## src/rtl/tsd_pkg.sv

```systemverilog
package tsd_pkg;

    // Position of the next accepted sample inside its group of three.
    typedef enum logic [1:0] {
        SLOT_FIRST  = 2'd0,
        SLOT_SECOND = 2'd1,
        SLOT_THIRD  = 2'd2
    } slot_e;

    // Number of samples stored before the folding sample arrives.
    localparam int HOLD_DEPTH = 2;

    // Extra sum bits needed to add HOLD_DEPTH+1 samples without overflow.
    localparam int GROW_BITS = $clog2(HOLD_DEPTH + 1);

endpackage : tsd_pkg

```

## src/rtl/tsd_slot_fsm.sv

```systemverilog
module tsd_slot_fsm
    import tsd_pkg::*;
(
    input  logic clk,
    input  logic rst_n,
    input  logic smp_en,
    output logic shift_en,
    output logic fold_en
);

    slot_e slot_q;
    slot_e slot_d;

    // Next-state logic: move only on accepted samples.
    always_comb begin
        slot_d = slot_q;
        unique case (slot_q)
            SLOT_FIRST:  if (smp_en) slot_d = SLOT_SECOND;
            SLOT_SECOND: if (smp_en) slot_d = SLOT_THIRD;
            SLOT_THIRD:  if (smp_en) slot_d = SLOT_FIRST;
            default:     slot_d = SLOT_FIRST;
        endcase
    end

    // State register.
    always_ff @(posedge clk or negedge rst_n) begin
        if (!rst_n) begin
            slot_q <= SLOT_FIRST;
        end else begin
            slot_q <= slot_d;
        end
    end

    // Output decode.
    always_comb begin
        shift_en = 1'b0;
        fold_en  = 1'b0;
        unique case (slot_q)
            SLOT_FIRST:  shift_en = smp_en;
            SLOT_SECOND: shift_en = smp_en;
            SLOT_THIRD:  fold_en  = smp_en;
            default: begin
                shift_en = 1'b0;
                fold_en  = 1'b0;
            end
        endcase
    end

    AST_SLOT_HOLDS_IDLE: assert property (@(posedge clk) disable iff (!rst_n)
        !smp_en |=> $stable(slot_q));

    AST_SLOT_WRAPS: assert property (@(posedge clk) disable iff (!rst_n)
        (smp_en && slot_q == SLOT_THIRD) |=> (slot_q == SLOT_FIRST));

    AST_SLOT_STEPS: assert property (@(posedge clk) disable iff (!rst_n)
        (smp_en && slot_q == SLOT_FIRST) |=> (slot_q == SLOT_SECOND));

endmodule : tsd_slot_fsm

```

## src/rtl/tsd_pair_hold.sv

```systemverilog
module tsd_pair_hold
    import tsd_pkg::*;
#(
    parameter int SMP_W  = 10,
    parameter int HOLD_N = HOLD_DEPTH
) (
    input  logic                      clk,
    input  logic                      rst_n,
    input  logic                      shift_en,
    input  logic [SMP_W-1:0]          smp_data,
    output logic [HOLD_N*SMP_W-1:0]   held_flat
);

    logic [SMP_W-1:0] held_q [HOLD_N];

    // Entry 0 is the newest sample; each older entry takes its neighbour.
    generate
        for (genvar g = 0; g < HOLD_N; g++) begin : g_stage
            always_ff @(posedge clk or negedge rst_n) begin
                if (!rst_n) begin
                    held_q[g] <= '0;
                end else if (shift_en) begin
                    if (g == 0) begin
                        held_q[g] <= smp_data;
                    end else begin
                        held_q[g] <= held_q[(g == 0) ? 0 : g - 1];
                    end
                end
            end
            assign held_flat[g*SMP_W +: SMP_W] = held_q[g];
        end
    endgenerate

    AST_HOLD_CAPTURE: assert property (@(posedge clk) disable iff (!rst_n)
        shift_en |=> (held_flat[SMP_W-1:0] == $past(smp_data)));

    AST_HOLD_FROZEN: assert property (@(posedge clk) disable iff (!rst_n)
        !shift_en |=> $stable(held_flat));

endmodule : tsd_pair_hold

```

## src/rtl/tsd_fold_sum.sv

```systemverilog
module tsd_fold_sum
    import tsd_pkg::*;
#(
    parameter int SMP_W  = 10,
    parameter int HOLD_N = HOLD_DEPTH,
    parameter int SUM_W  = SMP_W + GROW_BITS
) (
    input  logic                      clk,
    input  logic                      rst_n,
    input  logic                      fold_en,
    input  logic [SMP_W-1:0]          smp_data,
    input  logic [HOLD_N*SMP_W-1:0]   held_flat,
    output logic [SUM_W-1:0]          sum_out,
    output logic                      sum_vld
);

    localparam int PAD_W = SUM_W - SMP_W;

    // Chain of unsigned partial sums, one stage per held sample.
    logic [SUM_W-1:0] part [HOLD_N+1];

    assign part[0] = {{PAD_W{1'b0}}, smp_data};

    generate
        for (genvar g = 0; g < HOLD_N; g++) begin : g_add
            assign part[g+1] = part[g] + {{PAD_W{1'b0}}, held_flat[g*SMP_W +: SMP_W]};
        end
    endgenerate

    always_ff @(posedge clk or negedge rst_n) begin
        if (!rst_n) begin
            sum_out <= '0;
            sum_vld <= 1'b0;
        end else begin
            sum_vld <= fold_en;
            if (fold_en) begin
                sum_out <= part[HOLD_N];
            end
        end
    end

    AST_VLD_SINGLE: assert property (@(posedge clk) disable iff (!rst_n)
        sum_vld |=> !sum_vld);

    AST_SUM_HOLDS: assert property (@(posedge clk) disable iff (!rst_n)
        !sum_vld |-> $stable(sum_out));

    AST_NO_OVERFLOW: assert property (@(posedge clk) disable iff (!rst_n)
        fold_en |-> (part[HOLD_N] >= part[0]));

endmodule : tsd_fold_sum

```

## src/rtl/tri_sum_decim.sv

```systemverilog
module tri_sum_decim
    import tsd_pkg::*;
#(
    parameter int SMP_W = 10,
    parameter int SUM_W = SMP_W + GROW_BITS
) (
    input  logic             clk,
    input  logic             rst_n,
    input  logic             smp_en,
    input  logic [SMP_W-1:0] smp_data,
    output logic [SUM_W-1:0] sum_out,
    output logic             sum_vld
);

    logic                          shift_en;
    logic                          fold_en;
    logic [HOLD_DEPTH*SMP_W-1:0]   held_flat;

    tsd_slot_fsm u_fsm (
        .clk      (clk),
        .rst_n    (rst_n),
        .smp_en   (smp_en),
        .shift_en (shift_en),
        .fold_en  (fold_en)
    );

    tsd_pair_hold #(
        .SMP_W  (SMP_W),
        .HOLD_N (HOLD_DEPTH)
    ) u_hold (
        .clk       (clk),
        .rst_n     (rst_n),
        .shift_en  (shift_en),
        .smp_data  (smp_data),
        .held_flat (held_flat)
    );

    tsd_fold_sum #(
        .SMP_W  (SMP_W),
        .HOLD_N (HOLD_DEPTH),
        .SUM_W  (SUM_W)
    ) u_fold (
        .clk       (clk),
        .rst_n     (rst_n),
        .fold_en   (fold_en),
        .smp_data  (smp_data),
        .held_flat (held_flat),
        .sum_out   (sum_out),
        .sum_vld   (sum_vld)
    );

    AST_VLD_AFTER_ACCEPT: assert property (@(posedge clk) disable iff (!rst_n)
        sum_vld |-> $past(smp_en));

    AST_NO_PARTIAL_OUT: assert property (@(posedge clk) disable iff (!rst_n)
        !smp_en |=> !sum_vld);

    AST_STEP_EXCLUSIVE: assert property (@(posedge clk) disable iff (!rst_n)
        $onehot0({shift_en, fold_en}));

    AST_ACCEPT_ACTS: assert property (@(posedge clk) disable iff (!rst_n)
        smp_en |-> (shift_en || fold_en));

endmodule : tri_sum_decim

```

## config.mk

```make
export PLATFORM = sky130hd
export DESIGN_NAME = tri_sum_decim
export DESIGN_NICKNAME = d
export VERILOG_FILES = /design/src/rtl/tsd_pkg.sv /design/src/rtl/tsd_slot_fsm.sv /design/src/rtl/tsd_pair_hold.sv /design/src/rtl/tsd_fold_sum.sv /design/src/rtl/tri_sum_decim.sv
export SDC_FILE = /design/constraint.sdc
export NUM_CORES = 1
export LEC_CHECK = 0
export BUFFER_PORTS_ARGS = -buffer_cell sky130_fd_sc_hd__clkbuf_2
export CAP_MARGIN = 20
export CORE_ASPECT_RATIO = 1.4
export CORE_MARGIN = 4
export CORE_UTILIZATION = 40
export CTS_BUF_LIST = sky130_fd_sc_hd__clkbuf_16
export CTS_CLUSTER_DIAMETER = 150
export DETAILED_ROUTE_END_ITERATION = 8
export PLACE_DENSITY = 0.67
export REMOVE_ABC_BUFFERS = 1
export SYNTH_ARGS = -nofsm -noshare
export SYNTH_HDL_FRONTEND = slang
export SYNTH_SLANG_ARGS = --single-unit
```

## constraint.sdc

```tcl
create_clock -name clk -period 9.4 [get_ports clk]
set_clock_uncertainty 0.2 [all_clocks]
set_input_delay 1.41 -clock clk [delete_from_list [all_inputs] [get_ports clk]]
set_output_delay 1.41 -clock clk [all_outputs]
set_load 0.05 [all_outputs]
```

==> results of run 1 <==
## routing by layer
layer,global-route usage (%),part of all wire [%],wire [um]
met5,0,0,0
met4,5.375,2.1,78
met3,4.086,4.3,159
met2,22.77,50,1852
met1,14.06,44,1612
## Yosys cell counts, types with 2 or more instances
library cell  instances  area, um^2
a21o_1                7       52.55
o21ai_0              22       110.1
a211oi_1              4       30.03
nor2_1                6       22.52
and2_1                2       12.51
xor2_1                4       35.03
nand2b_1              2       12.51
o21bai_1              4       30.03
xnor2_1              11       96.34
a21oi_1               8       40.04
mux2_2               20       225.2
buf_2                 2       10.01
ha_1                 21       262.8
nor3_1                2       10.01
nand2_1              20       75.07
or3_1                 2       12.51
fa_1                  2       40.04
dfrtp_1              35       875.8
## through the flow
step                      std cells  utilization (%)  instance area, um^2  hold slack, ns  setup WS [ns]
final                           285            48.64                 2410          0.2689          4.945
after detailed placement        277            45.88                 2273          0.2628          4.665
after global routing            285            48.64                 2410          0.2992          4.800
after global placement          277            45.88                 2273          0.2623          4.753
after CTS                       285            48.64                 2410          0.2759          4.922
after floorplan                 188                -                 2066          0.2438          5.048
## final cells by class
class / instances / share of cell area (%)
Clock buffer: 5 / 5.192
Clock inverter: 3 / 0.4673
Inverter: 2 / 0.3115
Multi-Input combinational cell: 151 / 49.17
Sequential cell: 35 / 36.34
Tap cell: 64 / 3.323
Timing Repair Buffer: 25 / 5.192
## path summary, 6_finish.rpt
path	from	end	slack, ns	cells after the start
worst max-delay path	smp_data[0]	u_fold.sum_out[9]	4.94	12
worst min-delay path	u_fold.sum_out[1]	u_fold.sum_out[1]	0.27	2
worst max register to register	u_hold.held_flat[0]	u_fold.sum_out[9]	5.78	11
worst min register to register	u_fold.sum_out[1]	u_fold.sum_out[1]	0.27	2
max in group asynchronous	rst_n	u_fold.sum_out[8]	7.42	1
min in group asynchronous	rst_n	u_hold.held_flat[12]	1.04	1
## worst min-delay path: stages, from the launching register on
cell and delay (ns):
dfrtp_1 0.34, nand2_1 0.05, nand2_1 0.05
## flip-flops by register name (all words and copies together) (netlist names)
name,count
u_fold.sum_out,12
u_fold.sum_vld,1
u_fsm.slot_q,2
u_hold.held_flat,20
## logic make-up after synthesis
logic type	count (synthesis)	share of synthesized area [%]
AOI/OAI and AO/OA	56	17.18
xor gates and xnor gates	15	6.283
adders and majority gates	23	14.48
buffers and inverters	6	1.555
DFF	35	41.89
muxes	20	10.77
and+or+nand+nor	37	7.840
==> run_results.csv, run 1 <==
group,metric,value,unit
cts,cts_hold_buf,0,
global_routing,grt_pass1_wl,6644,um
cts,clk_path_buf_depth,2,
cts,h-tree-depth,2,
setup_path,cp_top_family,"compound AO/OA/AOI/OAI gates",
cts,cts_tree,"yes",
route,drcViolationCount,0,
setup_path,crit_arrival,4.42,ns
layout,final_cell_mix,"dfrtp_1 (35), clkbuf_2 (25), o21ai_0 (22), ha_1 (21)",
floorplan,initial_core_util,42.20,%
yosys,synth_area,0.002091,mm^2
yosys,synth_edf_count,0,
cts,clock_latency,0.27,ns
global_routing,grt_start_max_net_pins,36,
floorplan,fp.coreArea,0.004955,mm^2
route,wl_per_cell,12.99,um
timing,finalCritPeriodShare,47.40,%
yosys,synth_area_per_cell,10.89,um^2
cts,cts_buffers,5,
layout,num_antenna_cells,0,
timing,report.final.hold_viol_count,0,
floorplan,rows,30,
yosys,synth_seq_area_share,41.89,%
setup_path,cpMostUsedCell,"ha_1",
layout,multi_input_area,0.001185,mm^2
timing,rsz0062_at_grt,"no",
route,drt-pass1-iter-count,4,
route,drt_iter0_drc,46,
yosys,ys.flop_type,"dfrtp_1",
timing,fmax,0.2245,GHz
layout,final_common_cell,"dfrtp_1",
placed_design,dpl.hpwl,2865,um
setup_path,worst-path-max-fanout,4,
layout,ff_latch_area,875.8,um^2
layout,fillCellCount,495,
timing,worst_pin_slew,1.026,ns
floorplan,die_h,93.55,um
timing,fin_tns_setup,0,ns
yosys,synthCells,192,
route,wl,3702,um
run,cap_violations,0,
cts,path_clk_slew,0.05,ns
layout,drive_gt1_share,24.43,%
yosys,async_reset_ff_share,100.0,%
setup_path,critPathMaxStageDelay,0.42,ns
placed_design,io_buffers,25,
cts,cts_resized,0,
timing,slew_viol_final,0,
yosys,ys_types,36,
placed_design,gp_congestion,0.7732,
yosys,yosys_warnings,0,
cts,clock_tree.root_cell,"clkbuf_16",
yosys,ys_seq_elements,35,
global_routing,grt.total_usage,12.85,%
timing,max-slew-margin-rel,31.27,%
worst_hold_path,hp-class,"reg2reg",
global_routing,antenna_found_initial,0,
floorplan,die_x,69.10,um
timing,final.min_clock_period,4.455,ns
layout,finalNetCount,256,
global_routing,grt_pass1_vias,1512,
route,ant_nets,0,
setup_path,critPathKind,"in2reg",
run_status,status,"complete, no violations",
setup_path,worstSetupStartpointType,"primary input",
floorplan,io_pins,26,
cts,clock_sinks,35,
global_routing,overflow,0,
floorplan,dieArea,0.006464,mm^2
setup_path,cp_num_buf_inv,1,
setup_path,crit_path_cell_trace,"clkbuf_2 -> ha_1 -> fa_1 -> a211oi_1 -> o21bai_1 -> a21oi_1 -> xnor2_1 -> ha_1 -> a211o_1 -> o2111a_1 -> or3_1 -> a31o_1",
route,vias,1471,
layout,synthToLayoutAreaGrowth,15.26,%
route,routed_via_density,5.161,
cts,cts_setup_buffers,0,
setup_path,slowest_stage,"fa_1",
setup_path,required,9.36,ns
timing,setup_viol,0,
setup_path,worstSetupEndpointType,"flop",
Power of run 1 is not shown: default switching activity piles up to over one toggle a cycle in this logic, so the estimate is an artifact.
==> run 2, diff against run 1 <==
==> constraint.sdc (replaced) <==
create_clock -name clk -period 4.1 [get_ports clk]
set_clock_uncertainty 0.2 [all_clocks]
set_input_delay 0.615 -clock clk [delete_from_list [all_inputs] [get_ports clk]]
set_output_delay 0.615 -clock clk [all_outputs]
set_load 0.05 [all_outputs]
==> run 2 against run 1 <==
Worst hold slack lost 0.025 ns. Routed wire length shrank 3.3%. First-iteration DRC count grew 2.2%. Register-to-register slack lost 5.3 ns. Final area is the same. Setup slack lost 4.5 ns. Global-route usage shrank 0.63 points. Clock-buffer cell count is the same.
==> run_results.csv, run 2 (same netlist as run 1, synthesis figures left out) <==
group,metric,value,unit
run_status,status,"complete, no violations",
setup_path,crit_path_cell_trace,"clkbuf_2 -> ha_1 -> fa_1 -> a211oi_1 -> o21bai_1 -> a21oi_1 -> xnor2_1 -> ha_1 -> a211o_1 -> o2111a_1 -> or3_1 -> a31o_1",
setup_path,worst-path-max-fanout,4,
cts,cts_tree,"yes",
timing,fmax,0.2733,GHz
setup_path,slowest_stage,"fa_1",
route,drcViolationCount,0,
global_routing,grt_pass1_wl,6444,um
global_routing,grt_util_met2,22.45,%
floorplan,dieArea,0.006464,mm^2
cts,cts_hold_buf,0,
route,routed_via_density,5.193,
timing,final.min_clock_period,3.659,ns
placed_design,dpl.hpwl,2829,um
placed_design,dp_cells,277,
cts,h-tree-depth,2,
setup_path,cpMostUsedCell,"ha_1",
layout,num_antenna_cells,0,
placed_design,gp_congestion,0.7862,
floorplan,io_pins,26,
cts,cts_setup_buffers,0,
route,vias,1480,
global_routing,overflow,0,
global_routing,met3_usage,3.548,%
floorplan,fp.coreArea,0.004955,mm^2
placed_design,dp_slack,0.1552,ns
timing,slew_viol_final,0,
setup_path,worstSetupEndpointType,"flop",
cts,cts_buffers,5,
layout,final_cell_mix,"dfrtp_1 (35), clkbuf_2 (25), o21ai_0 (22), ha_1 (21)",
cts,clk_path_buf_depth,2,
setup_path,cp_top_family,"compound AO/OA/AOI/OAI gates",
layout,drive_gt1_share,24.43,%
timing,worst_pin_slew,1.028,ns
timing,finalCritPeriodShare,89.25,%
route,wl,3580,um
timing,rsz0062_at_grt,"no",
global_routing,antenna_found_initial,0,
setup_path,required,4.06,ns
global_routing,grt_start_max_net_pins,36,
layout,fin_area,0.002410,mm^2
timing,fin_ws,0.4409,ns
floorplan,initial_core_util,42.20,%
timing,setup_viol,0,
route,wl_per_cell,12.56,um
route,drt-pass1-iter-count,4,
floorplan,die_h,93.55,um
setup_path,worstSetupStartpointType,"primary input",
cts,clock_latency,0.27,ns
timing,max-slew-margin-rel,31.13,%
worst_hold_path,hp-class,"in2async",
cts,clock_tree.root_cell,"clkbuf_16",
global_routing,grt.total_usage,12.22,%
setup_path,critPathKind,"in2reg",
route,ant_nets,0,
setup_path,crit_arrival,3.62,ns
cts,clock_sinks,35,
placed_design,io_buffers,25,
floorplan,rows,30,
setup_path,cp_num_buf_inv,1,
layout,synthToLayoutAreaGrowth,15.26,%
cts,cts_resized,0,
layout,final_common_cell,"dfrtp_1",
layout,final_cells,285,
floorplan,die_x,69.10,um
layout,largest_register_ffs,20,
global_routing,top_usage_layer,"met2",
timing,report.final.hold_viol_count,0,
route,drt_iter0_drc,47,
placed_design,postPlaceCellArea,0.002273,mm^2
layout,finalNetCount,256,
global_routing,grt_pass1_vias,1504,
cts,path_clk_slew,0.05,ns
timing,fin_tns_setup,0,ns
global_routing,grt_use_met1,12.80,%
setup_path,critPathMaxStageDelay,0.42,ns
run,cap_violations,0,
-- run 2: cell counts in the layout (fill, tap and decap cells not counted) --
Identical to the previous run, type by type.
-- run 2: layer usage --
metal	vias to the layer above	routed length [um]
li1	754	-
met4	0	74
met2	24	1809
met5	-	0
met1	696	1556
met3	6	140
-- run 2: through the flow --
stage / utilization [%] / hold slack (ns)
global placement: 45.88 / 0.2620
global route: 48.64 / 0.2924
detailed placement: 45.88 / 0.2629
finish: 48.64 / 0.2442
floorplan: - / 0.1194
CTS: 48.64 / 0.2759
-- run 2: cell type report --
type / instances / area, um^2
timing repair buffer: 25 / 125.1
clock buffer: 5 / 125.1
fill: 494 / 2545
multi-input combinational: 151 / 1185
tap: 64 / 80.08
clock inverter: 3 / 11.26
sequential: 35 / 875.8
inverter: 2 / 7.507
-- run 2: worst paths after layout --
path,start,end,slack [ns],cells after the start
worst max-delay path,smp_data[0],u_fold.sum_out[9],0.44,12
worst max register to register,u_hold.held_flat[0],u_fold.sum_out[9],0.49,11
max in group asynchronous,rst_n,u_fold.sum_out[11],2.92,1
min in group clk,u_fold.sum_out[1],u_fold.sum_out[1],0.27,2
worst min-delay path,rst_n,u_hold.held_flat[12],0.24,1
worst min register to register,u_fold.sum_out[1],u_fold.sum_out[1],0.27,2
Power of run 2 is left out for the same reason.
==> run 3, diff against run 2 <==
--- a/config.mk
+++ b/config.mk
@@ -13,7 +13,7 @@
 export CTS_BUF_LIST = sky130_fd_sc_hd__clkbuf_16
 export CTS_CLUSTER_DIAMETER = 150
 export DETAILED_ROUTE_END_ITERATION = 8
-export PLACE_DENSITY = 0.67
+export PLACE_DENSITY = 0.6
 export REMOVE_ABC_BUFFERS = 1
 export SYNTH_ARGS = -nofsm -noshare
 export SYNTH_HDL_FRONTEND = slang
==> run 3 against run 2 <==
Critical path depth did not move. Flip-flop and latch count unchanged. Register-to-register slack improved by 0.05 ns. Sequential share of layout area fell by 0.83 points. First-iteration DRC count rose by 38%. Final area increased by 2.3%. Critical endpoint unchanged. Highest routed layer unchanged.
==> run_results.csv, run 3 (same netlist as run 1, synthesis figures left out) <==
group,metric,value,unit
run_status,status,"complete, no violations",
cts,path_clk_slew,0.05,ns
worst_hold_path,hp-class,"in2async",
layout,final_cell_mix,"dfrtp_1 (35), clkbuf_2 (25), o21ai_0 (22), ha_1 (21)",
layout,num_antenna_cells,0,
timing,worst_pin_slew,1.003,ns
global_routing,overflow,0,
layout,final_util,49.77,%
setup_path,critPathKind,"in2reg",
layout,synthToLayoutAreaGrowth,17.95,%
setup_path,critPathMaxStageDelay,0.43,ns
timing,finalCritPeriodShare,87.96,%
setup_path,cp_top_family,"compound AO/OA/AOI/OAI gates",
setup_path,crit_path_cell_trace,"clkbuf_2 -> ha_1 -> fa_1 -> a211oi_1 -> o21bai_1 -> a21oi_1 -> xnor2_1 -> ha_1 -> a211o_1 -> o2111a_1 -> or3_1 -> a31o_1",
run,cap_violations,0,
placed_design,dpl.hpwl,2845,um
layout,final_common_cell,"dfrtp_1",
setup_path,required,4.06,ns
setup_path,crit_arrival,3.57,ns
cts,cts_resized,0,
layout,fin_area,0.002466,mm^2
setup_path,worstSetupEndpointType,"flop",
timing,whs,0.2428,ns
timing,setup_viol,0,
layout,largest_register_ffs,20,
floorplan,dieArea,0.006464,mm^2
layout,finalNetCount,256,
global_routing,antenna_found_initial,0,
setup_path,worstSetupStartpointType,"primary input",
route,vias,1456,
setup_path,cpMostUsedCell,"ha_1",
route,routed_via_density,5.109,
route,wl_per_cell,12.74,um
cts,clk_path_buf_depth,2,
floorplan,rows,30,
global_routing,grt_start_max_net_pins,36,
cts,cts_buffers,5,
route,wl,3632,um
floorplan,die_x,69.10,um
floorplan,initial_core_util,42.20,%
setup_path,cp_num_buf_inv,1,
timing,slew_viol_final,0,
cts,clock_sinks,35,
timing,fmax,0.2773,GHz
route,drt-pass1-iter-count,3,
timing,report.final.hold_viol_count,0,
cts,cts_hold_buf,0,
cts,h-tree-depth,2,
cts,clock_latency,0.27,ns
floorplan,fp.coreArea,0.004955,mm^2
placed_design,io_buffers,25,
setup_path,slowest_stage,"fa_1",
cts,cts_tree,"yes",
global_routing,grt.total_usage,12.55,%
layout,drive_gt1_share,25.79,%
setup_path,worst-path-max-fanout,4,
floorplan,io_pins,26,
timing,max-slew-margin-rel,32.86,%
cts,cts_setup_buffers,0,
timing,final.min_clock_period,3.606,ns
global_routing,grt_pass1_wl,6603,um
timing,rsz0062_at_grt,"no",
route,drcViolationCount,0,
timing,fin_tns_setup,0,ns
floorplan,die_h,93.55,um
placed_design,gp_congestion,0.7097,
placed_design,postPlaceCellArea,0.002273,mm^2
global_routing,grt_pass1_vias,1493,
route,ant_nets,0,
cts,clock_tree.root_cell,"clkbuf_16",
route,drt_iter0_drc,65,
-- run 3: cell count changes in the layout (fill, tap and decap cells not counted), sizes merged --
cell      before  now
inv            2    1
clkinvlp       0    1
clkinv         3    1
bufinv         0    2
-- run 3: worst reg2reg max path, stage by stage (launching register included) --
cell and delay [ns]:
dfrtp_1 0.39, ha_1 0.22, fa_1 0.43, a211oi_1 0.33, o21bai_1 0.12, a21oi_1 0.18
xnor2_1 0.14, ha_1 0.30, a211o_1 0.32, o2111a_1 0.25, or3_1 0.34, a31o_1 0.23
-- run 3: area by class of cell --
class | count | area (um^2)
fill | 482 | 2489
clock inverter | 3 | 67.56
multi-input combinational | 151 | 1185
inverter | 2 | 7.507
tap | 64 | 80.08
sequential | 35 | 875.8
clock buffer | 5 | 125.1
timing repair buffer | 25 | 125.1
-- run 3: worst paths after layout --
| kind | startpoint | to | slack (ns) | cells after the start |
|---|---|---|---|---|
| worst max-delay path | smp_data[0] | u_fold.sum_out[9] | 0.49 | 12 |
| worst min-delay path | rst_n | u_hold.held_flat[2] | 0.24 | 1 |
| worst max register to register | u_hold.held_flat[0] | u_fold.sum_out[9] | 0.54 | 11 |
| worst min register to register | u_fold.sum_out[0] | u_fold.sum_out[0] | 0.27 | 2 |
| max in group asynchronous | rst_n | u_fold.sum_out[4] | 2.93 | 1 |
| min in group clk | u_fold.sum_out[0] | u_fold.sum_out[0] | 0.27 | 2 |
-- run 3: metrics by stage --
stage | setup WS (ns) | instances
floorplan | 0.5428 | 188
finish | 0.4938 | 285
detailed placement | 0.2077 | 277
CTS | 0.4798 | 285
global route | 0.3600 | 285
global placement | 0.2467 | 277
-- run 3: per-layer routing --
layer  GRT usage, %  part of all wire (%)  vias up
met5              0                     0        -
met4          4.886                   1.7        0
met3          3.441                   3.8        5
met2          21.97                    50       21
met1          14.44                    45      675
li1               -                     -      755
Power of run 3 is left out for the same reason.
